**config.mk**
```make
export PLATFORM = sky130hd
export DESIGN_NAME = glyph_pattern_store
export DESIGN_NICKNAME = d
export VERILOG_FILES = /design/src/rtl/glyph_pkg.sv /design/src/rtl/glyph_store.sv /design/src/rtl/glyph_code_decode.sv /design/src/rtl/glyph_row_shaper.sv /design/src/rtl/glyph_pattern_store.sv
export SDC_FILE = /design/constraint.sdc
export NUM_CORES = 1
export LEC_CHECK = 0
export BUFFER_PORTS_ARGS = -buffer_cell sky130_fd_sc_hd__buf_2
export CAP_MARGIN = 20
export CELL_PAD_IN_SITES_DETAIL_PLACEMENT = 1
export CELL_PAD_IN_SITES_GLOBAL_PLACEMENT = 2
export CORE_UTILIZATION = 45
export CTS_BUF_LIST = sky130_fd_sc_hd__clkbuf_16
export DETAILED_ROUTE_END_ITERATION = 8
export HOLD_SLACK_MARGIN = 0.08
export PLACE_DENSITY = 0.8
export SYNTH_ARGS = -nofsm -noshare
export SYNTH_HDL_FRONTEND = slang
export SYNTH_SLANG_ARGS = --single-unit
```
**constraint.sdc**
```tcl
create_clock -name clk -period 5.15 [get_ports clk]
set_input_delay 0.515 -clock clk [delete_from_list [all_inputs] [get_ports clk]]
set_output_delay 0.515 -clock clk [all_outputs]
set_load 0.01 [all_outputs]
```
**src/rtl/glyph_pkg.sv**
```systemverilog
package glyph_pkg;

    // Geometry of the user glyph store
    localparam int unsigned ROW_W    = 3;               // row index inside a glyph
    localparam int unsigned GLYPH_W  = 3;               // glyph index
    localparam int unsigned ADDR_W   = GLYPH_W + ROW_W; // pattern address
    localparam int unsigned DEPTH    = 1 << ADDR_W;     // bytes in the store
    localparam int unsigned DATA_W   = 8;               // stored byte
    localparam int unsigned PIX_W    = 5;               // pixels per glyph row
    localparam int unsigned CODE_W   = 8;               // character code
    localparam int unsigned ALIAS_B  = 3;               // ignored code bit
    localparam int unsigned USER_HI  = ALIAS_B + 1;     // lowest bit that must be zero for a user code

    localparam logic [ROW_W-1:0] CURSOR_ROW = '1;       // last row is the cursor line

    typedef logic [ADDR_W-1:0]  paddr_t;
    typedef logic [DATA_W-1:0]  pbyte_t;
    typedef logic [PIX_W-1:0]   pix_t;
    typedef logic [CODE_W-1:0]  code_t;
    typedef logic [ROW_W-1:0]   row_t;
    typedef logic [GLYPH_W-1:0] glyph_t;

    // A decoded pixel request travelling from decoder to row shaper
    typedef struct packed {
        logic   hit;        // code belongs to the user store
        logic   cursor_row; // this is the cursor line
        logic   cursor_en;  // cursor requested on this character
        paddr_t addr;       // pattern address of the row
    } pix_req_t;

    // The registered pixel result
    typedef struct packed {
        logic hit;
        pix_t bits;
    } pix_out_t;

    function automatic logic is_user_code(input code_t code);
        return code[CODE_W-1:USER_HI] == '0;
    endfunction

    function automatic glyph_t glyph_of(input code_t code);
        return code[GLYPH_W-1:0];
    endfunction

    function automatic paddr_t make_addr(input glyph_t g, input row_t r);
        return {g, r};
    endfunction

    // Cursor line: stored ones always lit, enable lights the whole line
    function automatic pix_t shape_row(input pix_t stored, input logic cursor_row,
                                       input logic cursor_en);
        pix_t r;
        r = stored;
        if (cursor_row && cursor_en) begin
            r = '1;
        end
        return r;
    endfunction

endpackage

```
**src/rtl/glyph_store.sv**
```systemverilog
module glyph_store
    import glyph_pkg::*;
#(
    parameter int unsigned P_DEPTH  = DEPTH,
    parameter int unsigned P_ADDR_W = ADDR_W,
    parameter int unsigned P_DATA_W = DATA_W,
    parameter int unsigned P_PIX_W  = PIX_W
) (
    input  logic                clk,
    input  logic                rst,
    input  logic                wr_en,
    input  logic [P_ADDR_W-1:0] wr_addr,
    input  logic [P_DATA_W-1:0] wr_data,
    input  logic [P_ADDR_W-1:0] byte_addr,
    output logic [P_DATA_W-1:0] byte_data,
    input  logic [P_ADDR_W-1:0] pix_addr,
    output logic [P_PIX_W-1:0]  pix_data
);

    logic [P_DATA_W-1:0] cells [P_DEPTH];

    // One register per byte; reset wins over a write
    for (genvar i = 0; i < P_DEPTH; i++) begin : g_cell
        logic sel;
        assign sel = wr_en && (wr_addr == P_ADDR_W'(i));

        always_ff @(posedge clk) begin
            if (rst) begin
                cells[i] <= '0;
            end else if (sel) begin
                cells[i] <= wr_data;
            end
        end
    end

    // Both read ports see the contents before this edge's write
    assign byte_data = cells[byte_addr];

    logic [P_DATA_W-1:0] pix_full;
    assign pix_full = cells[pix_addr];
    assign pix_data = pix_full[P_PIX_W-1:0];

    // Upper bits never feed the pixel path
    logic unused_pix_hi;
    assign unused_pix_hi = ^pix_full[P_DATA_W-1:P_PIX_W];

endmodule

```
**src/rtl/glyph_code_decode.sv**
```systemverilog
module glyph_code_decode
    import glyph_pkg::*;
(
    input  code_t    code,
    input  row_t     row,
    input  logic     cursor_en,
    output pix_req_t req
);

    // Bit 3 of the code is deliberately left out of the glyph select
    logic unused_alias_bit;
    assign unused_alias_bit = code[ALIAS_B];

    always_comb begin
        req.hit        = is_user_code(code);
        req.cursor_row = (row == CURSOR_ROW);
        req.cursor_en  = cursor_en;
        req.addr       = make_addr(glyph_of(code), row);
    end

endmodule

```
**src/rtl/glyph_row_shaper.sv**
```systemverilog
module glyph_row_shaper
    import glyph_pkg::*;
(
    input  logic     clk,
    input  logic     rst,
    input  pix_req_t req,
    input  pix_t     stored,
    output pix_out_t out_q
);

    pix_out_t nxt;

    always_comb begin
        nxt.hit  = req.hit;
        nxt.bits = '0;
        if (req.hit) begin
            nxt.bits = shape_row(stored, req.cursor_row, req.cursor_en);
        end
    end

    always_ff @(posedge clk) begin
        if (rst) begin
            out_q <= '0;
        end else begin
            out_q <= nxt;
        end
    end

    // Address already consumed by the store
    paddr_t unused_addr;
    assign unused_addr = req.addr;

endmodule

```
**src/rtl/glyph_pattern_store.sv**
```systemverilog
module glyph_pattern_store
    import glyph_pkg::*;
#(
    parameter int unsigned P_ADDR_W = ADDR_W,
    parameter int unsigned P_DATA_W = DATA_W,
    parameter int unsigned P_PIX_W  = PIX_W,
    parameter int unsigned P_CODE_W = CODE_W,
    parameter int unsigned P_ROW_W  = ROW_W
) (
    input  logic                clk,
    input  logic                rst,
    input  logic                wr_en,
    input  logic [P_ADDR_W-1:0] wr_addr,
    input  logic [P_DATA_W-1:0] wr_data,
    input  logic [P_ADDR_W-1:0] rd_addr,
    output logic [P_DATA_W-1:0] rd_data,
    input  logic [P_CODE_W-1:0] px_code,
    input  logic [P_ROW_W-1:0]  px_row,
    input  logic                px_cursor_en,
    output logic [P_PIX_W-1:0]  px_bits,
    output logic                px_hit
);

    localparam int unsigned L_DEPTH = 1 << P_ADDR_W;

    pix_req_t            req;
    pix_t                stored_row;
    logic [P_DATA_W-1:0] byte_now;
    pix_out_t            pix_q;
    logic [P_DATA_W-1:0] rd_q;

    glyph_code_decode u_decode (
        .code      (px_code),
        .row       (px_row),
        .cursor_en (px_cursor_en),
        .req       (req)
    );

    glyph_store #(
        .P_DEPTH  (L_DEPTH),
        .P_ADDR_W (P_ADDR_W),
        .P_DATA_W (P_DATA_W),
        .P_PIX_W  (P_PIX_W)
    ) u_store (
        .clk       (clk),
        .rst       (rst),
        .wr_en     (wr_en),
        .wr_addr   (wr_addr),
        .wr_data   (wr_data),
        .byte_addr (rd_addr),
        .byte_data (byte_now),
        .pix_addr  (req.addr),
        .pix_data  (stored_row)
    );

    glyph_row_shaper u_shaper (
        .clk    (clk),
        .rst    (rst),
        .req    (req),
        .stored (stored_row),
        .out_q  (pix_q)
    );

    always_ff @(posedge clk) begin
        if (rst) begin
            rd_q <= '0;
        end else begin
            rd_q <= byte_now;
        end
    end

    assign rd_data = rd_q;
    assign px_bits = pix_q.bits;
    assign px_hit  = pix_q.hit;

endmodule

```
## After elaboration in Yosys (flattened, before gate mapping)

Memories as Yosys holds them, arrays and structs flattened. A register that Yosys moved wholly into a read port is not among the register bits.
Index checks and enable logic that the tools add are counted.

- Equal/unequal tests: 64
- Mux-type cells: 259
- Bitwise logic cells: 65
- Reduce and logical (&&, ||, !) cells: 68

Operators by type and width:

| cell | count |
|---|---|
| 8-bit 2-to-1 mux | 64 |
| 1-bit 2-to-1 mux | 194 |
| 6-bit equality test, second input constant | 32 |
| 6-bit by 5-bit equality test with 1-bit output, second input constant | 16 |
| 1-bit logical AND | 65 |
| 1-bit OR | 64 |
| 6-bit by 4-bit equality test with 1-bit output, second input constant | 8 |
| 6-bit by 3-bit equality test with 1-bit output, second input constant | 4 |
| 6-bit by 2-bit equality test with 1-bit output, second input constant | 2 |
| 6-bit by 1-bit equality test with 1-bit output, second input constant | 1 |
| 6-bit logical NOT | 1 |
| 5-bit 2-to-1 mux | 1 |
| 4-bit logical NOT | 1 |
| 3-bit equality test, second input constant | 1 |
| 2-bit OR reduction | 1 |
| 1-bit inverter | 1 |

- Register bits: 6
- Memory bits (writable): 512
- Output and inout bits: 14
- Word-level logic and storage cells: 459
- Memories: 1

Memory list:

| name | words | bits a word | rd ports | clocked after Yosys merged registers in | write ports | RTL line | RTL |
|---|---|---|---|---|---|---|---|
| u_store.cells | 64 | 8 | 2 | 1 | 64 | glyph_store.sv:20 | `logic [P_DATA_W-1:0] cells [P_DEPTH];` |

## Depth between registers and ports, before layout

Gate-level depths: netlist of the first run.

- Depth after elaboration: 6
- Depth in mapped cells: 10
- Depth with buffers taken out: 5

## By module

A second synthesis of the first run with hierarchy kept.

- Cells, all modules: 1784
- Area, all modules: 26938.3 um^2

By module, submodules not included:

| module | times used | cells an instance | area an instance (um^2) |
|---|---|---|---|
| glyph_store | 1 | 1741 | 26475.4 |
| glyph_pattern_store | 1 | 16 | 210.2 |
| glyph_row_shaper | 1 | 18 | 181.4 |
| glyph_code_decode | 1 | 9 | 71.3 |

## Least setup slack after synthesis of the first run

Ideal clock, no wire load.

- Kind: input port to flip-flop
- Start: input rd_addr[0]
- End: register rd_q[0], in the netlist rd_data[0] (read register of u_store.cells)
- Arrival: 1.958 ns
- Required time: 5.033 ns
- Path slack: 3.075 ns
- Cell stages on the path: 7
- Path buffers: 3
- Cell sequence: buf_6 buf_6 buf_6 mux4_2 a211oi_1 nor3_1 a22o_1

RTL lines:

| element | RTL line | RTL |
|---|---|---|
| start, declared | glyph_pattern_store.sv:15 | `input logic [P_ADDR_W-1:0] rd_addr,` |
| end, declared | glyph_pattern_store.sv:30 | `logic [P_DATA_W-1:0] rd_q;` |

## Worst setup path after layout of the first run

- Start: input px_row[0]
- End: register u_shaper.out_q[0] (netlist bit)

- Word-level cells in the longest chain between the ends: 3
- Elaborated cells between the ends (all ways): 4

RTL lines:

| element | RTL line | RTL |
|---|---|---|
| start, declared | glyph_pattern_store.sv:18 | `input logic [P_ROW_W-1:0] px_row,` |
| branches (longest 2 deep; another with memory 64 x 8 bit) | - |  |
| 5-bit 2-to-1 mux (*) | glyph_pkg.sv:54 | `if (cursor_row && cursor_en) begin` |
| end signal, assigned | glyph_row_shaper.sv:25 | `out_q <= nxt;` |
| end, declared | glyph_row_shaper.sv:8 | `output pix_out_t out_q` |

Mark *: on every way between the ends.
A chain may end at the register's enable or synchronous reset.

==> run summary, run 1 <==
For this run, the slowest stage of the critical path takes 590 ps. For the post-detailed-route DRC marker count, the log shows 16. In this run the vertical extent of the chip is 247 µm.

Most common flop cell mapped by yosys: sky130_fd_sc_hd__edfxtp_1. Setup repair after global routing left no endpoint under its margin. Sequential elements use 58.0% of the synthesized area. The run gives 85.7 mm as the total wirelength of the detailed-routed design.

Across the routed clock network, the largest skew measured is 33.5 ps. The run gives 0.366 GHz as the top achievable clock speed. The commonest cells after synthesis are 518 x sky130_fd_sc_hd__and2_1, 512 x sky130_fd_sc_hd__edfxtp_1, 185 x sky130_fd_sc_hd__mux4_2, 87 x sky130_fd_sc_hd__clkbuf_1, 79 x sky130_fd_sc_hd__nor2_1. The headroom to the max-slew limit is 23.3%. The final hold violation count is 0. The final number of max-transition violations is 0, and the clock transition at the registers of the reported paths is 60 ps. The number of buffers on the longest clock path was 3.

The worst path uses 53.0% of the clock period. After synthesis the netlist holds a flip-flop and latch count of 526. Root buffer cell: sky130_fd_sc_hd__clkbuf_16. The non-filler instance count after layout came out at 2664. Number of top-level pins: 49.

The run gives 2 as the maximum level of the CTS H-tree. Yosys printed 0 warnings. The global-route total usage across every layer was 28.6%. VDD sags by at most 0.260 mV. After clock tree synthesis, the flow added hold-fix buffers numbering 0. Of the post-synthesis cell area, the dominant cell type holds 56.9%. Post-CTS repair changed the size of 0 cells.

The number of clock sinks seen by CTS was 526. TritonCTS built the clock tree. The post-CTS setup buffer count was 0; the die outline area was 0.0610 mm². The tool flagged a number of max-cap violations equal to 0. Data arrives at the worst endpoint at 3200 ps. Counting distinct cell types in the post-synthesis netlist gives 54. The number of clock buffers added by TritonCTS is 57. Once detail routing completed, the nets flagged for antenna violations numbered 0. The total negative slack for setup checks came out at 0 ps.

The checks that failed: DRC. The share of synthesized registers carrying an async set or reset was 0%. The worst setup path startpoint is px_row[0]. The run gives 0.0100 µW as the static leakage. For the worst-skew pair, the clock arrives at the later sink with an insertion delay of 630 ps. Synthesis produced a netlist with a net count of 1894. The worst register-to-register path begins at u_store.cells[2][0].

The synthesized design contains 512 enable-type register cells. The DRC marker count from the first detailed-route iteration came out at 1800. Relative to the synthesized area, the layout overhead comes to 9.20%. The number of global-route vias before repair is 17599. The path class of the tightest hold or removal check is in2reg. The sequential cells in the finished layout cover a total of 0.0157 mm².

The first-pass GRT wire length came out at 124 mm. The biggest area contributor in the post-synthesis netlist is sky130_fd_sc_hd__edfxtp_1. In this run the most critical hold path is launched from px_code[5]. The most frequently used cell type in the post-synthesis netlist was sky130_fd_sc_hd__and2_1. The region available for standard cell placement spans 0.0591 mm². The floorplan has 89 rows.

The number of iterations in the first detailed-routing pass is 7, and the number of antenna violations at the first check in global routing is 5. Along the worst path, the maximum fanout reaches 53. In the final layout, the share of cells above drive strength 1 is 18.7%. For this design the ratio of total power to cell area is 339 mW/mm². The run finished, with violations left. The tools report the post-DP HPWL as 57.6 mm.

For this block, the via count after detailed routing is 16806. Once placement completed, the tool counted placed cells totaling 2554. Traced cell by cell, the critical path runs through buf_6, buf_4, mux2i_1, o22ai_1, a211oi_1, a22oi_1, and3_1.

Entering global routing, the biggest net connects 65 pins. The synthesized netlist occupies a cell area of 0.0270 mm². Each instance of the synthesized netlist takes up on average 14.5 µm².

The routed wirelength normalized by instance count came out at 32.2 µm. By startpoint and endpoint, the worst setup path is classified as in2reg. Dividing the detail-routed via count by the number of cells gives 6.31. By area the synthesized netlist is led by sky130_fd_sc_hd__edfxtp_1 57%, sky130_fd_sc_hd__mux4_2 15%, sky130_fd_sc_hd__and2_1 12%, sky130_fd_sc_hd__mux2i_1 2.1%, sky130_fd_sc_hd__o21bai_1 1.9%. Synthesis produced a netlist whose cell count is 1859.

STA classifies the critical path endpoint as a flip-flop. From left edge to right edge, the die measures 247 µm. For the effective utilization at floorplan, the log shows 45.7%. The critical path's slowest cell is sky130_fd_sc_hd__a211oi_1.

Cell type group with the largest total delay on the critical path: compound AO/OA/AOI/OAI gates. Slew at the pin closest to its max-slew limit: 1150 ps. Setup violations remaining at the end of the flow were counted as 0.

The layout has 5718 filler cells. The buffer and inverter count on the worst path works out to 2. The worst path needs 2730 ps of the cycle, external delays included. The tools report the area of combinational cells with multiple inputs as 0.0106 mm².

Routability-driven placement finished with a final weighted congestion of 0.909. The worst setup path is launched from an input port. The run gives 1876 as the net count of the finished layout.

The required time at the endpoint of the critical path is 5620 ps. For this run the aggregate overflow at the end of global routing stands at 0. The number of buffers inserted by port buffering works out to 47.
-- through the flow --
step / worst slack (ps) / cell area, µm² / util, % / hold slack, ps / total power [µW]
2_1_floorplan: 3070 / 27000 / - / 642 / 5700
3_3_place_gp: 1940 / 27700 / 46.8 / 817 / 6080
3_5_place_dp: 1920 / 27700 / 46.8 / 815 / 6120
4_1_cts: 2540 / 29500 / 49.8 / 185 / 10000
5_1_grt: 2390 / 29500 / 49.8 / 209 / 10200
6_report: 2420 / 29500 / 49.9 / 206 / 9990
-- layout make-up --
cell class	instances	share of cell area (%)
Inverter	2	0.0255
Timing Repair Buffer	73	1.70
Clock buffer	57	4.84
Sequential cell	526	53.1
Multi-Input combinational cell	1181	35.9
Clock inverter	48	1.11
Antenna cell	4	0.0340
Tap cell	773	3.28
-- registers in the layout (all words and copies together) (netlist names) --
register and cells:
u_shaper.out_q 6, rd_data 8, u_store.cells 512
-- routing by layer --
layer | vias up | track usage, % | share of wire [%]
met5 | - | 0 | 0
met4 | 0 | 12.4 | 4.5
met3 | 177 | 4.17 | 7.0
met2 | 723 | 47.4 | 48
met1 | 8869 | 37.5 | 40
li1 | 7037 | - | -
-- logic make-up (layout without fill, tap and decap cells) --
family / Yosys count / in the layout / share of synthesized area (%)
buffers and inverters: 152 / 180 / 2.80
DFF: 526 / 526 / 58.0
AOI/OAI and AO/OA: 204 / 204 / 5.45
muxes: 248 / 248 / 17.8
other: 0 / 4 / 0
and+or+nand+nor: 729 / 729 / 16.0
-- cells in the final DEF (no fill, tap or decap), types with 10 or more instances in the layout --
cell type,synthesis,final
sky130_fd_sc_hd__nor2b_1,26,26
sky130_fd_sc_hd__nor2_1,79,79
sky130_fd_sc_hd__o22ai_1,28,28
sky130_fd_sc_hd__inv_1,2,21
sky130_fd_sc_hd__a22oi_1,18,18
sky130_fd_sc_hd__mux4_2,185,185
sky130_fd_sc_hd__buf_2,25,44
sky130_fd_sc_hd__clkbuf_16,0,57
sky130_fd_sc_hd__and2_1,518,518
sky130_fd_sc_hd__dfxtp_1,14,14
sky130_fd_sc_hd__nor3_1,12,12
sky130_fd_sc_hd__o21ai_0,15,15
sky130_fd_sc_hd__clkinv_1,0,14
sky130_fd_sc_hd__edfxtp_1,512,512
sky130_fd_sc_hd__o21bai_1,67,67
sky130_fd_sc_hd__a211oi_1,24,24
sky130_fd_sc_hd__buf_4,12,22
sky130_fd_sc_hd__nand2_1,34,34
sky130_fd_sc_hd__mux2i_1,56,56
sky130_fd_sc_hd__nand3_1,12,12
sky130_fd_sc_hd__o221ai_1,10,10
-- final timing paths --
kind                            cells after the start  slack (ps)           endpoint
worst max-delay path                                7        2420  u_shaper.out_q[0]
worst min-delay path                                2         210  u_shaper.out_q[5]
worst max register to register                      4        2960  u_shaper.out_q[0]
worst min register to register                      3         820         rd_data[6]
-- report_power, final --
part / internal, µW / total (µW) / switching, µW
registers: 4920 / 5040 / 118
clock network: 2240 / 3940 / 1700
logic: 378 / 1000 / 624
(Power assumes the default switching activity.)
==> inputs of run 2 (changes only) <==
--- a/config.mk
+++ b/config.mk
@@ -9,11 +9,11 @@
 export CAP_MARGIN = 20
 export CELL_PAD_IN_SITES_DETAIL_PLACEMENT = 1
 export CELL_PAD_IN_SITES_GLOBAL_PLACEMENT = 2
-export CORE_UTILIZATION = 45
+export CORE_UTILIZATION = 42
 export CTS_BUF_LIST = sky130_fd_sc_hd__clkbuf_16
 export DETAILED_ROUTE_END_ITERATION = 8
 export HOLD_SLACK_MARGIN = 0.08
-export PLACE_DENSITY = 0.8
+export PLACE_DENSITY = 0.78
 export SYNTH_ARGS = -nofsm -noshare
 export SYNTH_HDL_FRONTEND = slang
 export SYNTH_SLANG_ARGS = --single-unit
==> constraint.sdc (replaced) <==
create_clock -name clk -period 2.43 [get_ports clk]
set_input_delay 0.243 -clock clk [delete_from_list [all_inputs] [get_ports clk]]
set_output_delay 0.243 -clock clk [all_outputs]
set_load 0.01 [all_outputs]
==> run summary, run 2 (synthesis gave the netlist of run 1 again) <==
Minimum period implied by the final worst setup slack: 2080 ps. The slew at the pin closest to its max-slew limit works out to 789 ps (was 1150 ps). TritonCTS built the clock tree. The headroom to the max-slew limit was 47.4% (was 23.3%).

Number of buffers created by CTS: 58 (was 57). The run gives 5 (was 7) as the number of iterations in the first detailed-routing pass. The leading cell type in the layout, fill and taps excluded was sky130_fd_sc_hd__and2_1 (unchanged). The data arrival time of the critical path was 2570 ps (was 3200 ps); the effective utilization at floorplan was 42.6% (was 45.7%). Setup repair after global routing left no endpoint under its margin. The antenna diode count is 0 (was 4). The run gives 0 (was 16) as the post-detailed-route DRC marker count. The clock skew after layout was 26.6 ps (was 33.5 ps). The routed wirelength normalized by instance count is 30.3 µm (was 32.2 µm), and the total power consumption of the routed design is 22100 µW (was 9990 µW). The die outline area is 0.0653 mm² (was 0.0610 mm²). Hold path endpoint: u_store.cells[21][3] (was u_shaper.out_q[5]). The logs give 129 mm (was 124 mm) for the first-pass GRT wire length and 0 (unchanged) for the final setup violation count. The run gives 1 (was 5) as the number of antenna violations at the first check in global routing.

The total number of cells along the worst setup path works out to 6 (was 7). The ratio of cells with drive above 1 in the final layout was 27.4% (was 18.7%). The number of maximum-capacitance constraint violations came out at 0 (unchanged). The die width is 256 µm (was 247 µm).

The top routing layer in use is met5 (was met4). The synthesis-to-finish area growth is 16.9% (was 9.20%). The post-DP HPWL came out at 64.2 mm (was 57.6 mm).

Derived from the worst setup path, the maximum achievable clock frequency is 0.480 GHz. The logs give 0 (unchanged) for the final number of max-transition violations and 92 (was 89) for the row count. Clock transition at the registers of the reported paths: 70 ps (was 60 ps).

The run finished with clean final reports. The number of top-level pins was 49 (unchanged). The register with the most flip-flops was u_store.cells (unchanged).

The tools report the final RePlAce weighted congestion as 0.945 (was 0.909). The tools report the non-filler instance count after layout as 2951 (was 2664). The worst min-delay path startpoint was wr_data[3] (was px_code[5]). The endpoint of the lowest-slack register-to-register path was rd_data[1] (was u_shaper.out_q[0]). The required time at the endpoint of the critical path is 2920 ps (was 5620 ps), and the area of combinational cells with multiple inputs is 0.0106 mm² (unchanged).

The tools report the launching element type of the critical path as a flip-flop (was an input port). The net count of the finished layout is 2091 (was 1876). The kind of critical path is reg2reg (was in2reg). The insertion delay to the later sink of the worst-skew pair was 640 ps (was 630 ps).

The total power divided by cell area is 701 mW/mm² (was 339 mW/mm²), and the DRC marker count from the first detailed-route iteration is 1942 (was 1800). The tools report the maximum level of the CTS H-tree as 2 (unchanged). The capturing element type of the critical path is a flip-flop (unchanged). The worst voltage drop across the vdd grid is 0.493 mV (was 0.260 mV), and the global-route total usage across every layer is 27.4% (was 28.6%). The number of clock sinks seen by CTS was 526 (unchanged). The die extent in y came out at 256 µm (was 247 µm).

The number of buffers inserted by port buffering was 47 (unchanged). Reg-to-reg startpoint: u_store.cells[19][1] (was u_store.cells[2][0]). The root buffer cell was sky130_fd_sc_hd__clkbuf_16 (unchanged). The flip-flop count of the largest register, all copies and words added is 512 (unchanged). The tools report the number of global-route vias before repair as 18378 (was 17599).

The via total after detailed routing is 17818 (was 16806). The critical path's slowest cell was sky130_fd_sc_hd__mux4_2 (was sky130_fd_sc_hd__a211oi_1). The tools report the final antenna-violating net count as 0 (unchanged). Worst min-delay path category: in2reg (unchanged). The final period utilization is 85.8%.

The cell type group with the largest total delay on the critical path is multiplexers (was compound AO/OA/AOI/OAI gates). The routed length on met2 was 42.0 mm (was 41.5 mm); the worst reg-to-reg setup slack was 350 ps (was 2960 ps). The tools report the met1 routed wirelength after detailed routing as 37.1 mm (was 34.3 mm). The ratio of routed vias to standard cells was 6.04 (was 6.31). The most frequent cell on the critical path was sky130_fd_sc_hd__nor3_1. Series of cell instances along the critical path: mux4_2, o22ai_1, nor3_1, nor3_1, buf_4, o32ai_1 (was buf_6, buf_4, mux2i_1, o22ai_1, a211oi_1, a22oi_1, and3_1). The highest cell delay on the worst timing path came out at 500 ps (was 590 ps).

For the met3 routed wirelength, the log shows 7.34 mm (was 6.00 mm). Number of fill cells: 6233 (was 5718). The static leakage came out at 0.0112 µW (was 0.0100 µW).

Most used cells in the layout excluding fill and tap cells: 518 x sky130_fd_sc_hd__and2_1, 512 x sky130_fd_sc_hd__edfxtp_1, 215 x sky130_fd_sc_hd__buf_4 (was 518 x sky130_fd_sc_hd__and2_1, 512 x sky130_fd_sc_hd__edfxtp_1, 185 x sky130_fd_sc_hd__mux4_2). The global route total overflow is 0 (unchanged). The core area is 0.0633 mm² (was 0.0591 mm²), and the number of buffers on the longest clock path is 3 (unchanged). The share of the core filled with cells is 49.9% (about the same). The number of placed instances, taps included was 2839 (was 2554). The tools report the pin count of the biggest net entering global routing as 65 (unchanged). The run gives 0 (unchanged) as the post-CTS setup buffer count.

The buffer and inverter count on the worst path is 1 (was 2). The worst hold path cell count works out to 2 (unchanged). The total wirelength of the detailed-routed design was 89.3 mm (was 85.7 mm); the highest net fanout along the worst path was 2 (was 53). The run gives 0.0157 mm² (unchanged) as the flip-flop and latch area. The depth of the most critical reg-to-reg path is 6 (was 4). The final hold violation count is 0 (unchanged).
-- run 2: repair_timing --
action | CTS | global route
endpoints found under the hold margin | 7 | 0
endpoints found under the setup margin | 0 | 0
resized for setup | 0 | 0
hold buffers | 3 | 0
-- run 2: per-layer routing --
| metal | vias up | global-route usage, % |
|---|---|---|
| li1 | 7454 | - |
| met1 | 9433 | 38.0 |
| met2 | 790 | 43.7 |
| met3 | 139 | 4.86 |
| met4 | 2 | 8.93 |
| met5 | - | 0 |
-- run 2: cell type report --
type,instances,share of cell area (%)
Clock inverter,50,1.41
Sequential cell,526,49.6
Inverter,2,0.0238
Clock buffer,59,4.68
Timing Repair Buffer,287,7.41
Multi-Input combinational cell,1181,33.5
Tap cell,846,3.35
-- run 2: report_power, final --
| group | leakage (µW) | switching [µW] | internal, µW |
|---|---|---|---|
| clock | 0.000968 | 3760 | 5240 |
| combinational | 0.00522 | 1380 | 1030 |
| sequential | 0.00498 | 273 | 10400 |
-- run 2: metrics by stage --
stage	setup slack (ps)	cell area [µm²]	TNS, ps	hold WS (ps)
floorplan	627	27000	0	370
global placement	-22.9	29600	-22.9	626
detailed placement	-43.3	29600	-80.9	626
CTS	390	31600	0	140
global route	300	31600	0	179
finish	346	31600	0	168
-- run 2: worst reg2reg max path, delay by kind of cell (launching register included) --
family,cells,cell delay [ps]
multiplexers,1,500
AO/OA/AOI/OAI,2,490
flip-flops,1,470
AND/OR/NAND/NOR,2,330
buffers and inverters,1,150
-- run 2: how the worst max path moves through the flow --
stage,end,start,slack (ps)
2_1_floorplan,rd_data[0],rd_addr[0],630
3_3_place_gp,rd_data[2],rd_addr[0],-20
3_5_place_dp,rd_data[2],rd_addr[0],-40
4_1_cts,rd_data[1],u_store.cells[19][1],390
5_1_grt,rd_data[1],u_store.cells[19][1],300
6_report,rd_data[1],u_store.cells[19][1],350
